### config.mk
export PLATFORM = sky130hd
export DESIGN_NAME = rsqm_exp_top
export DESIGN_NICKNAME = d
export VERILOG_FILES = /design/src/rtl/rsqm_exp_pkg.sv /design/src/rtl/rsqm_modmul.sv /design/src/rtl/rsqm_exp_ctrl.sv /design/src/rtl/rsqm_exp_dp.sv /design/src/rtl/rsqm_exp_top.sv
export SDC_FILE = /design/constraint.sdc
export NUM_CORES = 1
export LEC_CHECK = 0
export BUFFER_PORTS_ARGS = -buffer_cell sky130_fd_sc_hd__buf_2
export CAP_MARGIN = 5
export CORE_MARGIN = 3
export CORE_UTILIZATION = 55
export DETAILED_ROUTE_END_ITERATION = 6
export HOLD_SLACK_MARGIN = 0.15
export PLACE_DENSITY = 0.79
export SKIP_CTS_REPAIR_TIMING = 1
export SLEW_MARGIN = 40
export SYNTH_ARGS = -nofsm -noshare
export SYNTH_HDL_FRONTEND = slang
export SYNTH_SLANG_ARGS = --single-unit
### constraint.sdc
create_clock -name clk -period 10.45 [get_ports clk]
set_input_delay 1.5675 -clock clk [delete_from_list [all_inputs] [get_ports clk]]
set_output_delay 1.5675 -clock clk [all_outputs]
set_load 0.02 [all_outputs]
### src/rtl/rsqm_exp_pkg.sv
package rsqm_exp_pkg;
  // Strobes issued by the control to the datapath, one per cycle at most.
  typedef struct packed {
    logic load;    // capture operands, seed accumulator with base
    logic sqGo;    // launch accumulator squaring
    logic capSq;   // store square as candidate y0
    logic mulGo;   // launch y0 * base
    logic pick;    // keep y0 or y1 according to exponent bit
    logic finish;  // publish accumulator, pulse done
  } ctrlStrobes_t;

  typedef enum logic [2:0] {
    ST_IDLE,
    ST_SQ_GO,
    ST_SQ_WAIT,
    ST_MU_GO,
    ST_MU_WAIT,
    ST_FINISH
  } ctrlState_t;
endpackage

### src/rtl/rsqm_modmul.sv
module rsqm_modmul #(
  parameter int WIDTH = 16
) (
  input  logic             clk,
  input  logic             rstN,
  input  logic             start,
  input  logic [WIDTH-1:0] opA,
  input  logic [WIDTH-1:0] opB,
  input  logic [WIDTH-1:0] modIn,
  output logic [WIDTH-1:0] product,
  output logic             mulDone
);
  localparam int CNT_W = $clog2(WIDTH + 1);

  logic [WIDTH-1:0] aQ, bQ, mQ, accQ;
  logic [CNT_W-1:0] cntQ;
  logic             busyQ;
  logic [WIDTH:0]   dbl, dblRed, sum, sumRed;

  // One MSB-first step: double, reduce, conditionally add a, reduce.
  always_comb begin
    dbl    = {accQ, 1'b0};
    dblRed = (dbl >= {1'b0, mQ}) ? dbl - {1'b0, mQ} : dbl;
    sum    = dblRed + (bQ[WIDTH-1] ? {1'b0, aQ} : '0);
    sumRed = (sum >= {1'b0, mQ}) ? sum - {1'b0, mQ} : sum;
  end

  always_ff @(posedge clk or negedge rstN) begin
    if (!rstN) begin
      aQ      <= '0;
      bQ      <= '0;
      mQ      <= '0;
      accQ    <= '0;
      cntQ    <= '0;
      busyQ   <= 1'b0;
      mulDone <= 1'b0;
    end else begin
      mulDone <= 1'b0;
      if (start) begin
        aQ    <= opA;
        bQ    <= opB;
        mQ    <= modIn;
        accQ  <= '0;
        cntQ  <= CNT_W'(WIDTH);
        busyQ <= 1'b1;
      end else if (busyQ) begin
        accQ <= sumRed[WIDTH-1:0];
        bQ   <= bQ << 1;
        cntQ <= cntQ - 1'b1;
        if (cntQ == CNT_W'(1)) begin
          busyQ   <= 1'b0;
          mulDone <= 1'b1;
        end
      end
    end
  end

  assign product = accQ;
endmodule

### src/rtl/rsqm_exp_ctrl.sv
module rsqm_exp_ctrl
  import rsqm_exp_pkg::*;
#(
  parameter int EXP_WIDTH = 16
) (
  input  logic         clk,
  input  logic         rstN,
  input  logic         start,
  input  logic         mulDone,
  output ctrlStrobes_t strobes,
  output logic         busy
);
  localparam int BIT_CNT_W = $clog2(EXP_WIDTH);

  ctrlState_t           stateQ, stateD;
  logic [BIT_CNT_W-1:0] bitCntQ;
  logic                 lastBit;

  assign lastBit = (bitCntQ == BIT_CNT_W'(1));

  always_comb begin
    stateD  = stateQ;
    strobes = '0;
    unique case (stateQ)
      ST_IDLE: if (start) begin
        strobes.load = 1'b1;
        stateD       = ST_SQ_GO;
      end
      ST_SQ_GO: begin
        strobes.sqGo = 1'b1;
        stateD       = ST_SQ_WAIT;
      end
      ST_SQ_WAIT: if (mulDone) begin
        strobes.capSq = 1'b1;
        stateD        = ST_MU_GO;
      end
      ST_MU_GO: begin
        strobes.mulGo = 1'b1;
        stateD        = ST_MU_WAIT;
      end
      ST_MU_WAIT: if (mulDone) begin
        strobes.pick = 1'b1;
        stateD       = lastBit ? ST_FINISH : ST_SQ_GO;
      end
      ST_FINISH: begin
        strobes.finish = 1'b1;
        stateD         = ST_IDLE;
      end
      default: stateD = ST_IDLE;
    endcase
  end

  always_ff @(posedge clk or negedge rstN) begin
    if (!rstN) begin
      stateQ  <= ST_IDLE;
      bitCntQ <= '0;
    end else begin
      stateQ <= stateD;
      if (strobes.load)      bitCntQ <= BIT_CNT_W'(EXP_WIDTH - 1);
      else if (strobes.pick) bitCntQ <= bitCntQ - 1'b1;
    end
  end

  assign busy = (stateQ != ST_IDLE);
endmodule

### src/rtl/rsqm_exp_dp.sv
module rsqm_exp_dp
  import rsqm_exp_pkg::*;
#(
  parameter int WIDTH     = 16,
  parameter int EXP_WIDTH = 16
) (
  input  logic                 clk,
  input  logic                 rstN,
  input  ctrlStrobes_t         strobes,
  input  logic [WIDTH-1:0]     base,
  input  logic [EXP_WIDTH-1:0] exponent,
  input  logic [WIDTH-1:0]     modulus,
  output logic                 mulDone,
  output logic [WIDTH-1:0]     result,
  output logic                 done
);
  logic [WIDTH-1:0]     baseQ, modQ, accQ, y0Q, product;
  logic [EXP_WIDTH-1:0] expShiftQ;
  logic [WIDTH-1:0]     mulA, mulB;
  logic                 mulStart;

  // Both launches share the single multiplier; operands chosen by strobe.
  assign mulStart = strobes.sqGo | strobes.mulGo;
  assign mulA     = strobes.sqGo ? accQ : y0Q;
  assign mulB     = strobes.sqGo ? accQ : baseQ;

  rsqm_modmul #(.WIDTH(WIDTH)) mulI (
    .clk     (clk),
    .rstN    (rstN),
    .start   (mulStart),
    .opA     (mulA),
    .opB     (mulB),
    .modIn   (modQ),
    .product (product),
    .mulDone (mulDone)
  );

  always_ff @(posedge clk or negedge rstN) begin
    if (!rstN) begin
      baseQ     <= '0;
      modQ      <= '0;
      accQ      <= '0;
      y0Q       <= '0;
      expShiftQ <= '0;
      result    <= '0;
      done      <= 1'b0;
    end else begin
      done <= 1'b0;
      if (strobes.load) begin
        baseQ     <= base;
        modQ      <= modulus;
        accQ      <= base;
        expShiftQ <= exponent << 1;  // top bit implied 1, consumed here
      end
      if (strobes.capSq) y0Q <= product;
      if (strobes.pick) begin
        accQ      <= expShiftQ[EXP_WIDTH-1] ? product : y0Q;
        expShiftQ <= expShiftQ << 1;
      end
      if (strobes.finish) begin
        result <= accQ;
        done   <= 1'b1;
      end
    end
  end
endmodule

### src/rtl/rsqm_exp_top.sv
module rsqm_exp_top
  import rsqm_exp_pkg::*;
#(
  parameter int WIDTH     = 16,
  parameter int EXP_WIDTH = 16
) (
  input  logic                 clk,
  input  logic                 rstN,
  input  logic                 start,
  input  logic [WIDTH-1:0]     base,
  input  logic [EXP_WIDTH-1:0] exponent,
  input  logic [WIDTH-1:0]     modulus,
  output logic [WIDTH-1:0]     result,
  output logic                 done
);
  ctrlStrobes_t strobes;
  logic         mulDone;
  logic         busy;

  rsqm_exp_ctrl #(.EXP_WIDTH(EXP_WIDTH)) ctrlI (
    .clk     (clk),
    .rstN    (rstN),
    .start   (start),
    .mulDone (mulDone),
    .strobes (strobes),
    .busy    (busy)
  );

  rsqm_exp_dp #(.WIDTH(WIDTH), .EXP_WIDTH(EXP_WIDTH)) dpI (
    .clk      (clk),
    .rstN     (rstN),
    .strobes  (strobes),
    .base     (base),
    .exponent (exponent),
    .modulus  (modulus),
    .mulDone  (mulDone),
    .result   (result),
    .done     (done)
  );
endmodule

# --- Yosys cells after proc, flatten, opt, wreduce, memory -nomap -nowiden ---
# Cells that the tools add are included.
classes:
  addsub: 5
  n_reduce_logical: 4
  magnitude_cmp: 2
  n_eq_ne: 10
  n_mux: 38
  n_bitwise: 1
op_table:
  columns: ["cell", "n"]
  rows:
  - ["$mux W16", 13]
  - ["$ge A17 B16 Y1", 2]
  - ["$add A17 B16 Y17", 1]
  - ["$mux W17", 1]
  - ["$sub A17 B16 Y17", 1]
  - ["$sub A16 B16 Y16", 1]
  - ["$mux W1", 15]
  - ["$pmux W3 S5", 1]
  - ["$mux W3", 4]
  - ["$mux W5", 2]
  - ["$mux W4", 2]
  - ["$eq A3 B2 Y1 const B", 2]
  - ["$eq A3 B3 Y1 const B", 2]
  - ["$eq A5 B1 Y1 const B", 1]
  - ["$sub A5 B1 Y5 const B", 1]
  - ["$eq A4 B1 Y1 const B", 1]
  - ["$ne A2 B1 Y1 const B", 2]
  - ["$reduce_bool A2 Y1", 2]
  - ["$sub A4 B1 Y4 const B", 1]
  - ["$eq A3 B1 Y1 const B", 1]
  - ["$logic_not A3 Y1", 1]
  - ["$reduce_and A3 Y1", 1]
  - ["$ne A2 B2 Y1 const B", 1]
  - ["$or A1 B1 Y1", 1]
word_totals:
  reg_bits: 175
  out_inout_bits: 17

# --- Longest topological paths before layout ---
# Gate-level depths: netlist of the first run.
logic_depth:
  ltp_word: 7
  ltp_mapped: 31
  depth_no_buf: 27

# --- By module ---
# A second synthesis of the first run with hierarchy kept.
hier_totals:
  cells_unflattened: 1075
  hier_area_um2: 10596.4
by_module_without_submodules:
  columns: ["mod", "seq_area_each_um2", "instances", "cells_each", "area_each_um2"]
  rows:
  - ["rsqm_modmul", 1776.7, 1, 642, 5701.7]
  - ["rsqm_exp_dp", 2402.3, 1, 391, 4460.5]
  - ["rsqm_exp_ctrl", 175.2, 1, 42, 434.2]

# --- Worst setup path after synthesis of the first run ---
# No wires, ideal clock.
synth_timing:
  path_type: "reg-to-reg"
  startpoint: "register dpI.mulI.accQ[6] (netlist: dpI.mulI.product[6])"
  endpoint: "register dpI.mulI.accQ[0] (netlist: dpI.mulI.product[0])"
  stages_incl_launch_ff: 26
  setup_time_ns: 0.073
  path_buffers: 2
  setup_slack_ns: 4.496
  arrival_time_ns: 5.880
  synth_period_minus_slack_ns: 5.954
  path_cell_list: "dfrtp_1 -> ha_1 -> buf_2 -> a211oi_2 -> nand2_1 -> a221oi_2 -> nand2_1 -> o21ai_1 -> mux2_2 -> ha_1 -> a211oi_1 -> nor2_1 -> o41a_1 -> a31oi_1 -> o21ai_0 -> or4_1 -> nand4_1 -> ha_1 -> and4_1 -> a41oi_1 -> o211ai_1 -> a2111o_1 -> o31a_1 -> buf_6 -> mux2_4 -> a21oi_2"
synth_between:
  elab_chain_len: 7
  elab_cells_between_ends: 9
  classes_between: "add/sub (3); order compare (2); mux (4)"
synth_lines:
  columns: ["item", "line", "source"]
  rows:
  - ["start, declared", "rsqm_modmul.sv:15", "logic [WIDTH-1:0] aQ, bQ, mQ, accQ;"]
  - ["start signal, assigned", "rsqm_modmul.sv:47", "accQ <= sumRed[WIDTH-1:0];"]
  - ["$sub A17 B16 Y17 or $ge A17 B16 Y1 (tied branches)", "rsqm_modmul.sv:23", "dblRed = (dbl >= {1'b0, mQ}) ? dbl - {1'b0, mQ} : dbl;"]
  - ["$mux W17 *", "rsqm_modmul.sv:23", null]
  - ["$add A17 B16 Y17 *", "rsqm_modmul.sv:24", "sum = dblRed + (bQ[WIDTH-1] ? {1'b0, aQ} : '0);"]
  - ["$ge A17 B16 Y1 or $sub A16 B16 Y16 (tied branches)", "rsqm_modmul.sv:25", "sumRed = (sum >= {1'b0, mQ}) ? sum - {1'b0, mQ} : sum;"]
  - ["$mux W16 *", "rsqm_modmul.sv:25", null]
  - ["$mux W16 *", "rsqm_modmul.sv:46", "end else if (busyQ) begin"]
  - ["$mux W16 *", "rsqm_modmul.sv:39", "if (start) begin"]
# Every way passes the cells marked *; elsewhere a longest branch is shown, timed or not. The select of a mux whose other input is x is not followed.
# A chain may end at the register's enable or synchronous reset.

# --- Worst setup path in the final report of the first run ---
# Ends and elaborated chain as after synthesis.

==> out/results.txt, run 1 <==
The data arrival at the endpoint of the critical path is 7.30 ns. The wire-length estimate of the detail-placed layout is 15600 µm. The number of antenna violations at the first check in global routing came out at 0. The tools report the setup slack at placement as 3.65 ns.

Counting flops with an async set or reset pin after synthesis yields a share of 100%. The total congestion overflow was 0. The flip-flop and latch count after synthesis was 174.

For the pin with the worst max-slew slack, the measured transition is 0.841 ns. Setup repair after global routing left no endpoint under its margin. The buffer levels on the longest clock path is 2, and the final worst slack is 3.50 ns.

Across the VDD grid, the largest voltage drop is 0.124 mV. The number of hold violations in the final report was 0. The startpoint identified for the worst hold timing path is dpI.modQ[14].

The clock network latency to the later pin of the worst-skew pair came out at 0.43 ns. In this run, flip-flops and latches consume 49.9% of the power. Critical path startpoint: dpI.mulI.product[6]. For this run, the leading register cell type out of synthesis is sky130_fd_sc_hd__dfrtp_1.

The die covers 19400 µm². When the netlist entered floorplanning its net count stood at 1154. The detailed router finished its first iteration with 535 violations. From bottom edge to top edge, the die measures 139 µm.

Number of max-slew violations in the final report: 0. The synthesis warning total was 0. The worst register-to-register path begins at dpI.mulI.product[6]. The run gives 174 as the total clock sinks. The tools report the total clock buffers created by CTS as 17. The endpoint type of the worst setup path was a register. Setup violations remaining at the end of the flow were counted as 0.

The net switching fraction of the power is 22.1%, and the part of the total power dissipated in the clock network is 48.4%. The library cells used most frequently in the layout, excluding fill and tap cells, are sky130_fd_sc_hd__nand2_1, sky130_fd_sc_hd__dfrtp_1, sky130_fd_sc_hd__a21oi_1. Summing internal, switching and leakage power gives 1.35 mW. Counting flops with a built-in enable in the synthesized netlist gives 0. The iteration count of the initial detailed-routing pass was 5; the proportion of power drawn by combinational gates was 1.8%.

Dividing the final minimum period by the clock period gives 66.5%. After detailed routing, the total wire length is 22600 µm. The area of the core is 17400 µm², and the cell area after placement is 10300 µm². After the last flow step, the layout net total stands at 1201. In the routed layout, each cell is associated on average with a via count of 5.78.

Data on the critical path is required at its endpoint by 10.81 ns. Internal power component: 1.05 mW. Yosys attributes the largest share of cell area to sky130_fd_sc_hd__dfrtp_1, sky130_fd_sc_hd__nand2_1, sky130_fd_sc_hd__ha_1, sky130_fd_sc_hd__mux2i_1, sky130_fd_sc_hd__a21oi_1.

Along the worst path, the maximum fanout reaches 18. Kind of launch point of the worst setup path: a register. The count of buffers added on input and output ports is 66. The via count of the first global-routing pass is 7711.

Counting every instance in the synthesized netlist gives 1048. Timing would allow up to 0.144 GHz. CTS root buffer: sky130_fd_sc_hd__clkbuf_16. The analysis attributes to net switching a power of 0.298 mW.

The initial standard-cell utilization of the core was 56.3%. The mean cell area of the mapped netlist is 9.33 µm². The path class of the tightest hold or removal check is register to register. After routing the design area is 10900 µm².

Clock-pin slew was measured on the worst setup and hold paths at 0.07 ns. The total global-route track usage is 23.8%, and the shortest clock period the worst path allows after layout is 6.95 ns. The logs give 5.51 nW for the leakage power and 37600 µm for the global-route wire length before repair.

The commonest non-fill, non-tap cell in the layout is sky130_fd_sc_hd__nand2_1. The max-cap check violation count came out at 0. TritonCTS built the clock tree. The area share of the largest cell type after synthesis is 44.5%, and the number of H-tree levels is 4.

The die is 139 µm wide. The via count is 7710. The number of fill cells in the layout was 1417.

After detailed routing, the average wire length per cell comes to 17.0 µm. After floorplanning, the core was divided into 48 placement rows. For this design the top-level I/O count stands at 68.

0 antenna diodes ended up in the layout. Entering global routing, the biggest net connects 101 pins. The run finished with clean final reports. Summed over all failing endpoints, the final setup total negative slack is 0 ns. The library cell occupying the most area in the post-synthesis netlist was sky130_fd_sc_hd__dfrtp_1. The part of the Yosys area used for sequential elements is 44.5%, and the number of distinct library cells after synthesis is 58. The synthesis-to-layout area growth works out to 11.8%. Final clock skew: 0.00864 ns. In this run the cell area of the synthesized design comes to 9780 µm².

The count of nets left with antenna violations once routing finished came out at 0. The total power divided by cell area works out to 123 nW/µm². The logs give 43.9% for the relative slew slack and 0.920 for the routability congestion estimate.

Of the cells placed in the final design, the portion with a size suffix greater than 1 is 14.8%. The worst setup path is of the register to register kind. In the routed design, unresolved DRC markers number 0.
[power groups by stage]
stage	registers, mW	logic [mW]	clock network, mW
2_1_floorplan	0.686	0.000152	0
3_3_place_gp	0.686	0.0228	0
3_5_place_dp	0.686	0.0236	0
4_1_cts	0.673	0.0237	0.661
5_1_grt	0.673	0.0279	0.692
6_report	0.673	0.0239	0.653
[kinds of logic after synthesis]
kind of cell	synth area share, %
AND/OR/NAND/NOR	15.2
AO/OA/AOI/OAI	17.3
flip-flops	44.5
buffers and inverters	3.35
multiplexers	8.61
adder cells (fa/ha/maj)	7.27
XOR/XNOR	3.76
[per-stage QoR]
| stage | utilization (%) | cells | hold slack [ns] |
|---|---|---|---|
| 3_3_place_gp | 59.2 | 1300 | 0.459 |
| 4_1_cts | 62.8 | 1332 | 0.478 |
| 2_1_floorplan | - | 1048 | 0.442 |
| 5_1_grt | 63.0 | 1333 | 0.494 |
| 3_5_place_dp | 59.3 | 1300 | 0.460 |
| 6_report | 63.0 | 1333 | 0.476 |
[flip-flops by register name, summed over array words and instances (netlist names)]
name              cells
dpI.result           16
dpI.mulI.busyQ        1
dpI.mulI.bQ          16
dpI.mulI.mQ          16
dpI.mulI.product     16
ctrlI.stateQ          3
dpI.done              1
dpI.mulI.cntQ         5
dpI.modQ             16
dpI.y0Q              16
ctrlI.bitCntQ         4
dpI.accQ             16
dpI.baseQ            16
dpI.mulI.mulDone      1
dpI.expShiftQ        15
dpI.mulI.aQ          16
[routing by layer]
metal	part of all wire (%)	global-route usage, %
met2	49	39.6
met4	2.7	9.42
met1	44	30.4
met5	0	0
met3	4.7	5.19
[cells in the mapped netlist (2+ instances only)]
cell type                   instances
sky130_fd_sc_hd__nand2_1          197
sky130_fd_sc_hd__dfrtp_1          174
sky130_fd_sc_hd__a21oi_1           79
sky130_fd_sc_hd__nor2_1            71
sky130_fd_sc_hd__o21ai_0           71
sky130_fd_sc_hd__ha_1              52
sky130_fd_sc_hd__mux2i_1           44
sky130_fd_sc_hd__clkbuf_1          40
sky130_fd_sc_hd__inv_1             35
sky130_fd_sc_hd__mux2_2            33
sky130_fd_sc_hd__xnor2_1           28
sky130_fd_sc_hd__a211oi_1          23
sky130_fd_sc_hd__nor2b_1           21
sky130_fd_sc_hd__o211ai_1          19
sky130_fd_sc_hd__and2_1            15
sky130_fd_sc_hd__a21o_1            14
sky130_fd_sc_hd__xor2_1            14
sky130_fd_sc_hd__o22ai_1           13
sky130_fd_sc_hd__nand3_1           12
sky130_fd_sc_hd__o21a_1            12
sky130_fd_sc_hd__nor3_1             8
sky130_fd_sc_hd__nand4_1            6
sky130_fd_sc_hd__and3_1             5
sky130_fd_sc_hd__buf_1              5
sky130_fd_sc_hd__o31a_1             5
sky130_fd_sc_hd__nand2b_1           4
sky130_fd_sc_hd__nor4_1             4
sky130_fd_sc_hd__a31o_2             3
sky130_fd_sc_hd__fa_1               3
sky130_fd_sc_hd__a211oi_2           2
sky130_fd_sc_hd__a21oi_2            2
sky130_fd_sc_hd__a31oi_1            2
sky130_fd_sc_hd__buf_6              2
sky130_fd_sc_hd__mux2_4             2
sky130_fd_sc_hd__o21ai_1            2
sky130_fd_sc_hd__o21bai_1           2
sky130_fd_sc_hd__o2bb2ai_1          2
sky130_fd_sc_hd__o31ai_1            2
[area by class of cell]
| class | count | area [µm²] | share of cell area, % |
|---|---|---|---|
| Clock inverter | 13 | 151 | 1.38 |
| Inverter | 35 | 131 | 1.20 |
| Clock buffer | 19 | 453 | 4.14 |
| Timing Repair Buffer | 76 | 439 | 4.02 |
| Multi-Input combinational cell | 791 | 5120 | 46.8 |
| Sequential cell | 174 | 4360 | 39.8 |
| Tap cell | 225 | 282 | 2.57 |
[worst paths after layout]
check                           slack [ns]                   to  cells past startpoint
worst min-delay path                  0.48      dpI.mulI.mQ[14]                      2
worst max-delay path                  3.50  dpI.mulI.product[0]                     24
worst max register to register        3.50  dpI.mulI.product[0]                     24
max in group asynchronous             8.39    dpI.expShiftQ[15]                      2
worst min register to register        0.48      dpI.mulI.mQ[14]                      2
min in group asynchronous             1.03        dpI.result[4]                      1
[critical path, stage by stage (launching register included)]
cell	delay, ns
sky130_fd_sc_hd__dfrtp_1	0.46
sky130_fd_sc_hd__ha_1	0.42
sky130_fd_sc_hd__a211oi_2	0.24
sky130_fd_sc_hd__nand2_1	0.11
sky130_fd_sc_hd__a221oi_2	0.27
sky130_fd_sc_hd__nand2_1	0.17
sky130_fd_sc_hd__o21ai_1	0.16
sky130_fd_sc_hd__buf_4	0.23
sky130_fd_sc_hd__mux2_2	0.37
sky130_fd_sc_hd__ha_1	0.29
sky130_fd_sc_hd__a211oi_1	0.25
sky130_fd_sc_hd__nor2_1	0.11
sky130_fd_sc_hd__o41a_1	0.35
sky130_fd_sc_hd__a31oi_1	0.32
sky130_fd_sc_hd__o21ai_0	0.24
sky130_fd_sc_hd__or4_1	0.43
sky130_fd_sc_hd__nand4_1	0.16
sky130_fd_sc_hd__ha_1	0.31
sky130_fd_sc_hd__and4_1	0.24
sky130_fd_sc_hd__a41oi_1	0.35
sky130_fd_sc_hd__o211ai_1	0.18
sky130_fd_sc_hd__a2111o_1	0.41
sky130_fd_sc_hd__o31a_2	0.29
sky130_fd_sc_hd__mux2_4	0.37
sky130_fd_sc_hd__a21oi_2	0.13
(Power assumes the default switching activity.)
==> run 2, diff against run 1 <==
Settings changed: ABC_AREA from default to 1, PLACE_DENSITY 0.79 to 0.81.
Clock period 10.45 ns to 6.31 ns, I/O delays scaled along.
==> run 2 against run 1 <==
  * Global-route usage is 2.4 points higher
  * Synthesized cell count rose by 27%
  * Hold slack improved by 0.0015 ns
  * Maximum frequency is 18% higher
  * Die area grew 4.4%
  * Worst setup slack worse by 3.1 ns
  * Cell count rose by 21%
  * Clock skew rose by 0.0015 ns
  * Critical path type unchanged
  * Critical endpoint is now dpI.mulI.product[10]
==> out/results.txt, run 2 <==
The number of antenna violations at the first check in global routing is 0 (unchanged), and the shortest clock period the worst path allows after layout is 5.86 ns (was 6.95 ns). Class of the tightest hold or removal check: register to register (unchanged). The worst-margin pin slew was 0.806 ns (was 0.841 ns).

The run gives 1435 (was 1154) as the synthesized netlist net count. The buffer levels on the longest clock path is 2 (unchanged). The slowest library cell on the worst path is sky130_fd_sc_hd__a21oi_4 (was sky130_fd_sc_hd__dfrtp_1). The DRC violation count after routing is 0 (unchanged), and the DRC marker count from the first detailed-route iteration is 667 (was 535).

The proportion of register bits with asynchronous set or reset after synthesis was 100% (unchanged); the detail-routed net length per standard cell was 15.9 µm (was 17.0 µm). Commonest non-fill, non-tap cell in the layout: sky130_fd_sc_hd__nand2_1 (unchanged). The buffer and inverter count on the worst path was 5 (was 1). The final wirelength is 25700 µm (was 22600 µm), and the part of the Yosys area used for sequential elements is 42.6% (was 44.5%). The pin count of the biggest net entering global routing is 65 (was 101). The tools report the number of distinct library cells after synthesis as 48 (was 58).

The tools report the global-route wire length before repair as 42800 µm (was 37600 µm). The total clock sinks is 174 (unchanged). The category of cells accounting for the largest share of critical-path delay is simple AND/OR/NAND/NOR gates (was compound AO/OA/AOI/OAI gates). The placement row count is 49 (was 48), and the final clock skew is 0.0102 ns (was 0.00864 ns). The total global-route track usage was 26.2% (was 23.8%).

The flow ran to the end, and the final reports show no timing, DRC or antenna violations. The dominant cell type by count on the critical path is sky130_fd_sc_hd__inv_1 (was sky130_fd_sc_hd__ha_1). The tools report the number of max-slew violations in the final report as 0 (unchanged). Cells taking the most area after synthesis: sky130_fd_sc_hd__dfrtp_1, sky130_fd_sc_hd__nand2_1, sky130_fd_sc_hd__inv_1, sky130_fd_sc_hd__ha_1, sky130_fd_sc_hd__o21ai_0 (was sky130_fd_sc_hd__dfrtp_1, sky130_fd_sc_hd__nand2_1, sky130_fd_sc_hd__ha_1, sky130_fd_sc_hd__mux2i_1, sky130_fd_sc_hd__a21oi_1). The total congestion overflow was 0 (unchanged).

The area occupied by multi-input gates is 4970 µm² (was 5120 µm²), and the number of buffer cells added on primary ports is 66 (unchanged). Endpoint type of the worst setup path: a register (unchanged). HPWL after detailed placement: 18900 µm (was 15600 µm).

The tools report the iteration count of the initial detailed-routing pass as 5 (unchanged). Setup repair after global routing left no endpoint under its margin. TritonCTS built the clock tree. The run gives 0.43 ns (about the same) as the clock network latency to the later pin of the worst-skew pair. The combinational family with the most area after synthesis is simple AND/OR/NAND/NOR gates (was compound AO/OA/AOI/OAI gates). The number of fill cells in the layout is 1581 (was 1417), and the detail-routed via count per cell is 5.55 (was 5.78). The storage element area was 4350 µm² (was 4360 µm²). The tools report the relative slew slack as 46.2% (was 43.9%). The initial standard-cell utilization of the core was 56.4% (was 56.3%); the post-synthesis cell area was 10200 µm² (was 9780 µm²). The library cell occupying the most area in the post-synthesis netlist is sky130_fd_sc_hd__dfrtp_1 (unchanged). The clock transition at the registers of the reported paths is 0.08 ns (was 0.07 ns), and the area share of the largest cell type after synthesis is 42.6% (was 44.5%). The final net count was 1482 (was 1201).

Kind of launch point of the worst setup path: a register (unchanged). The post-synthesis compound-gate area fraction was 15.2% (was 17.3%); the arithmetic-cell share of the synthesized area counting full adders, half adders and majority gates was 6.95% (was 7.27%). The mean cell area of the mapped netlist came out at 7.70 µm² (was 9.33 µm²). For the number of H-tree levels, the log shows 4 (unchanged). The total of endpoints with negative setup slack in the final report is 0 (unchanged). The share of post-route cells with drive strength above 1 works out to 9.94% (was 14.8%).

The cell with the most instances after synthesis is sky130_fd_sc_hd__nand2_1 (unchanged). The run gives 68 (unchanged) as the I/O pin count. The post-route antenna net violation count was 0 (unchanged); the final period utilization was 92.9% (was 66.5%). The delay of the slowest cell on the worst path was 0.53 ns (was 0.46 ns).

The total inserted antenna cells came out at 0 (unchanged). The data arrival at the endpoint of the critical path is 6.23 ns (was 7.30 ns). The number of hold violations in the final report is 0 (unchanged), and the die height is 142 µm (was 139 µm).

Area share of xor/xnor cells in the synthesized design: 3.00% (was 3.76%). The tools report the CTS root buffer as sky130_fd_sc_hd__clkbuf_16 (unchanged). For the final-layout setup total negative slack, the log shows 0 ns (unchanged).

The total clock buffers created by CTS is 17 (unchanged). The peak clock frequency supported by timing was 0.171 GHz (was 0.144 GHz). The maximum fanout along the worst path works out to 19 (was 18).

The multiplexer share of the synthesized area was 0% (was 8.61%); the cell count after synthesis was 1329 (was 1048). The run gives 8599 (was 7711) as the via count of the first global-routing pass. For the synthesis warning total, the log shows 0 (unchanged). The max-cap check violation count is 0 (unchanged), and the synthesis-to-layout area growth is 11.1% (was 11.8%). The simple-gate share of the synthesized area works out to 23.2% (was 15.2%). Top cells by count, synth: sky130_fd_sc_hd__nand2_1, sky130_fd_sc_hd__inv_1, sky130_fd_sc_hd__dfrtp_1 (was sky130_fd_sc_hd__nand2_1, sky130_fd_sc_hd__dfrtp_1, sky130_fd_sc_hd__a21oi_1). Leading cell types in the layout, fill and taps excluded: sky130_fd_sc_hd__nand2_1, sky130_fd_sc_hd__inv_1, sky130_fd_sc_hd__dfrtp_1 (was sky130_fd_sc_hd__nand2_1, sky130_fd_sc_hd__dfrtp_1, sky130_fd_sc_hd__a21oi_1). The data required time at the worst endpoint came out at 6.68 ns (was 10.81 ns).

The routability congestion estimate was 0.944 (was 0.920); the area of the core was 18100 µm² (was 17400 µm²). The via count was 8973 (was 7710); the chip width was 142 µm (was 139 µm). The number of synthesized flops with an enable pin came out at 0 (unchanged). The flip-flop cell with the highest count after synthesis was sky130_fd_sc_hd__dfrtp_1 (unchanged). The run gives 20300 µm² (was 19400 µm²) as the total die area. The flip-flop and latch count after synthesis is 174 (unchanged). The path type of the worst setup path was register to register (unchanged).
==> run 2: cell count changes after synthesis, sizes merged, moves of 30 or more <==
cell,change
o21ai,+61
nand3,+55
o221ai,+30
mux2,-35
nand2,+193
mux2i,-44
inv,+160
==> run 2: cell type report <==
| type | count | area share (%) |
|---|---|---|
| clock buffer | 17 | 3.74 |
| clock inverter | 15 | 1.67 |
| inverter | 195 | 6.44 |
| multi-input combinational | 913 | 43.7 |
| sequential | 174 | 38.3 |
| tap | 229 | 2.52 |
| timing repair buffer | 75 | 3.59 |
==> run 2: cells by family (layout without fill, tap and decap cells) <==
logic type | Yosys count | count (layout)
AO/OA/AOI/OAI | 265 | 265
XOR/XNOR | 35 | 35
adder cells (fa/ha/maj) | 55 | 55
buffers and inverters | 242 | 302
flip-flops | 174 | 174
AND/OR/NAND/NOR | 558 | 558
==> run 2: tightest hold or removal path, cell delays in order (launching register included) <==
cell and delay (ns):
sky130_fd_sc_hd__dfrtp_1 0.35, sky130_fd_sc_hd__nand2_1 0.06, sky130_fd_sc_hd__nand2_1 0.05
==> run 2: through the flow <==
stage	instance area [µm²]	hold slack [ns]	worst slack, ns	utilization, %	std cells
after floorplan	10200	0.442	1.50	-	1329
after global placement	10700	0.454	0.706	59.1	1586
after detailed placement	10700	0.460	0.641	59.2	1586
after CTS	11400	0.479	0.599	62.6	1618
after global routing	11400	0.488	0.0144	62.6	1618
final	11400	0.477	0.445	62.6	1618
==> run 2: worst paths after layout <==
path	from	to	slack, ns	depth (start not counted)
hold / removal	dpI.modQ[9]	dpI.modQ[9]	0.48	2
hold reg to reg	dpI.modQ[9]	dpI.modQ[9]	0.48	2
setup / recovery	dpI.mulI.mQ[1]	dpI.mulI.product[10]	0.45	30
setup reg to reg	dpI.mulI.mQ[1]	dpI.mulI.product[10]	0.45	30
min in group asynchronous	rstN	dpI.mulI.product[10]	0.51	1
max in group asynchronous	rstN	dpI.mulI.product[7]	4.70	2
==> run 2: layer usage <==
layer  global-route usage, %  routed length, µm
met1                    36.9              11700
met2                    43.0              12300
met3                    2.76               1080
met4                    8.35                640
met5                       0                  0
Power of run 2 is left out: the tool's default activity adds up to more than one toggle a clock period on the data nets, which glitch-free logic cannot reach.
==> run 3, diff against run 2 <==
Settings changed: CORE_UTILIZATION 55 to 47, PLACE_DENSITY 0.81 to 0.72.
==> run 3 against run 2 <==
  * Sequential cell count is the same
  * Design area up 0.56%
  * Core utilization decreased by 8.8 points
  * Non-clock buffer count did not move
  * Maximum frequency increased by 4.1%
  * Sequential share of layout area fell by 0.21 points
  * Clock skew is 0.0019 ns higher
  * Register-to-register slack better by 0.23 ns
  * Worst setup slack better by 0.23 ns
  * Die area grew 16%
  * Critical path depth shrank 2
  * Critical path type unchanged
  * Largest cell class unchanged
==> out/results.txt, run 3 (same netlist as run 2, synthesis figures left out) <==
The worst-margin pin slew works out to 0.839 ns (was 0.806 ns). The tools report the source of the worst register-to-register timing path as dpI.mulI.mQ[1] (unchanged). The detail-routed net length per standard cell is 15.2 µm (was 15.9 µm), and the buffer and inverter count on the worst path is 6 (was 5). The tools report the via count of the first global-routing pass as 8615 (was 8599). The tools report the total inserted antenna cells as 0 (unchanged).

The synthesis-to-layout area growth is 11.7% (was 11.1%), and the DRC marker count from the first detailed-route iteration is 769 (was 667). The DRC violation count after routing was 0 (unchanged); the number of max-slew violations in the final report was 0 (unchanged). Uppermost layer routed: met4 (unchanged).

The number of buffer cells added on primary ports is 66 (unchanged). The HPWL after detailed placement came out at 19000 µm (was 18900 µm). The routability congestion estimate is 0.925 (was 0.944), and the number of cells on the worst reg-to-reg path is 28 (was 30). The final wirelength is 25300 µm (was 25700 µm). The tools report the critical path startpoint as dpI.mulI.mQ[1] (unchanged). The number of gates on the worst path with buffers counted works out to 28 (was 30). The critical register-to-register path endpoint was dpI.mulI.product[2] (was dpI.mulI.product[10]). Path type of the worst setup path: register to register (unchanged). The logs give 8775 (was 8973) for the via count and 21.9% (was 26.2%) for the total global-route track usage. The shortest clock period the worst path allows after layout works out to 5.63 ns (was 5.86 ns). The logs give 53.9% (was 62.6%) for the utilization after layout and 0.677 ns (was 0.445 ns) for the final worst slack. Peak clock frequency supported by timing: 0.178 GHz (was 0.171 GHz). The run gives 68 (unchanged) as the I/O pin count.

The area of the core was 21200 µm² (was 18100 µm²); the total clock sinks was 174 (unchanged). The global-route wire length before repair is 42600 µm (was 42800 µm), and the die height is 154 µm (was 142 µm). The final period utilization is 89.3% (was 92.9%). The met1 routed wirelength after detailed routing was 11800 µm (was 11700 µm); the number of hold violations in the final report was 0 (unchanged). The slowest library cell on the worst path is sky130_fd_sc_hd__a21oi_4 (unchanged). The number of antenna violations at the first check in global routing was 0 (unchanged).

The chip width is 154 µm (was 142 µm), and the setup slack of the worst register-to-register path is 0.68 ns (was 0.45 ns). The tools report the critical path capture point as dpI.mulI.product[2] (was dpI.mulI.product[10]). The data required time at the worst endpoint was 6.68 ns (about the same). The category of cells accounting for the largest share of critical-path delay was compound AO/OA/AOI/OAI gates (was simple AND/OR/NAND/NOR gates). The routed wire length on met2 is 11900 µm (was 12300 µm), and the max-cap check violation count is 0 (unchanged). The maximum fanout along the worst path is 19 (unchanged). The tools report the CTS root buffer as sky130_fd_sc_hd__clkbuf_16 (unchanged). The clock transition at the registers of the reported paths was 0.07 ns (was 0.08 ns). Total of endpoints with negative setup slack in the final report: 0 (unchanged).

The buffer levels on the longest clock path came out at 2 (unchanged). The run finished with clean final reports. Clock network latency to the later pin of the worst-skew pair: 0.43 ns (about the same).

The run gives 0 ns (unchanged) as the final-layout setup total negative slack. The detail-routed via count per cell works out to 5.27 (was 5.55). Leading cell types in the layout, fill and taps excluded: sky130_fd_sc_hd__nand2_1, sky130_fd_sc_hd__inv_1, sky130_fd_sc_hd__dfrtp_1 (unchanged).

The tools report the initial standard-cell utilization of the core as 48.2% (was 56.4%). The class of the tightest hold or removal check was register to register (unchanged). Endpoint type of the worst setup path: a register (unchanged). The run gives 0.0121 ns (was 0.0102 ns) as the final clock skew.

For the relative slew slack, the log shows 44.0% (was 46.2%). The total clock buffers created by CTS was 17 (unchanged). The count of non-filler cells in the finished layout was 1664 (was 1618). The placement row count is 53 (was 49). The commonest non-fill, non-tap cell in the layout was sky130_fd_sc_hd__nand2_1 (unchanged). Count of placed standard cells including taps: 1632 (was 1586). The share of post-route cells with drive strength above 1 was 10.0% (was 9.94%).

The run gives 0.811 ns (was 0.641 ns) as the setup slack at placement. The delay of the slowest cell on the worst path was 0.52 ns (was 0.53 ns); the length of routed met3 wiring was 1200 µm (was 1080 µm). The number of H-tree levels is 4 (unchanged). The kind of launch point of the worst setup path was a register (unchanged).

The data arrival at the endpoint of the critical path was 6.00 ns (was 6.23 ns). TritonCTS built the clock tree. Setup repair after global routing left no endpoint under its margin.

The logs give 1482 (unchanged) for the final net count and 0 (unchanged) for the total congestion overflow. The tools report the total die area as 23600 µm² (was 20300 µm²). The logs give 73 (was 65) for the pin count of the biggest net entering global routing and 0 (unchanged) for the post-route antenna net violation count. The tools report the iteration count of the initial detailed-routing pass as 6 (was 5).

The dominant cell type by count on the critical path was sky130_fd_sc_hd__inv_1 (unchanged).
-- run 3: cell types whose count changed in the layout (fill, tap and decap cells not counted), sizes merged --
cell / delta
clkinv: -1
bufinv: +2
inv: -1
-- run 3: tightest hold or removal path: cells and delay by family, from the launching register on --
kind             cells  cell delay (ns)
flip-flops           1             0.34
AND/OR/NAND/NOR      2             0.09
-- run 3: cell type report --
class                           instances  area [µm²]
Sequential cell                       174        4350
Clock inverter                         15         180
Fill cell                            2017        9790
Inverter                              195         732
Clock buffer                           17         425
Tap cell                              275         344
Timing Repair Buffer                   75         424
Multi-Input combinational cell        913        4970
-- run 3: worst min-delay path by stage --
stage / endpoint / slack, ns / cells past startpoint / startpoint
6_report: dpI.modQ[3] / 0.47 / 2 / dpI.modQ[3]
5_1_grt: dpI.modQ[4] / 0.50 / 2 / dpI.modQ[4]
4_1_cts: dpI.modQ[3] / 0.48 / 2 / dpI.modQ[3]
3_5_place_dp: dpI.result[14] / 0.46 / 2 / dpI.result[14]
3_3_place_gp: dpI.baseQ[15] / 0.45 / 2 / dpI.baseQ[15]
2_1_floorplan: dpI.baseQ[15] / 0.44 / 2 / dpI.baseQ[15]
-- run 3: layer usage --
metal	up-vias	GRT usage, %
met5	-	0
met1	4128	30.8
met2	199	36.3
met3	37	2.76
met4	0	5.42
li1	4411	-
-- run 3: through the flow --
step / cell area (µm²) / hold WS [ns]
6_report: 11400 / 0.469
3_3_place_gp: 10800 / 0.455
3_5_place_dp: 10800 / 0.459
4_1_cts: 11400 / 0.475
2_1_floorplan: 10200 / 0.442
5_1_grt: 11400 / 0.496
Power of run 3 is left out for the same reason.
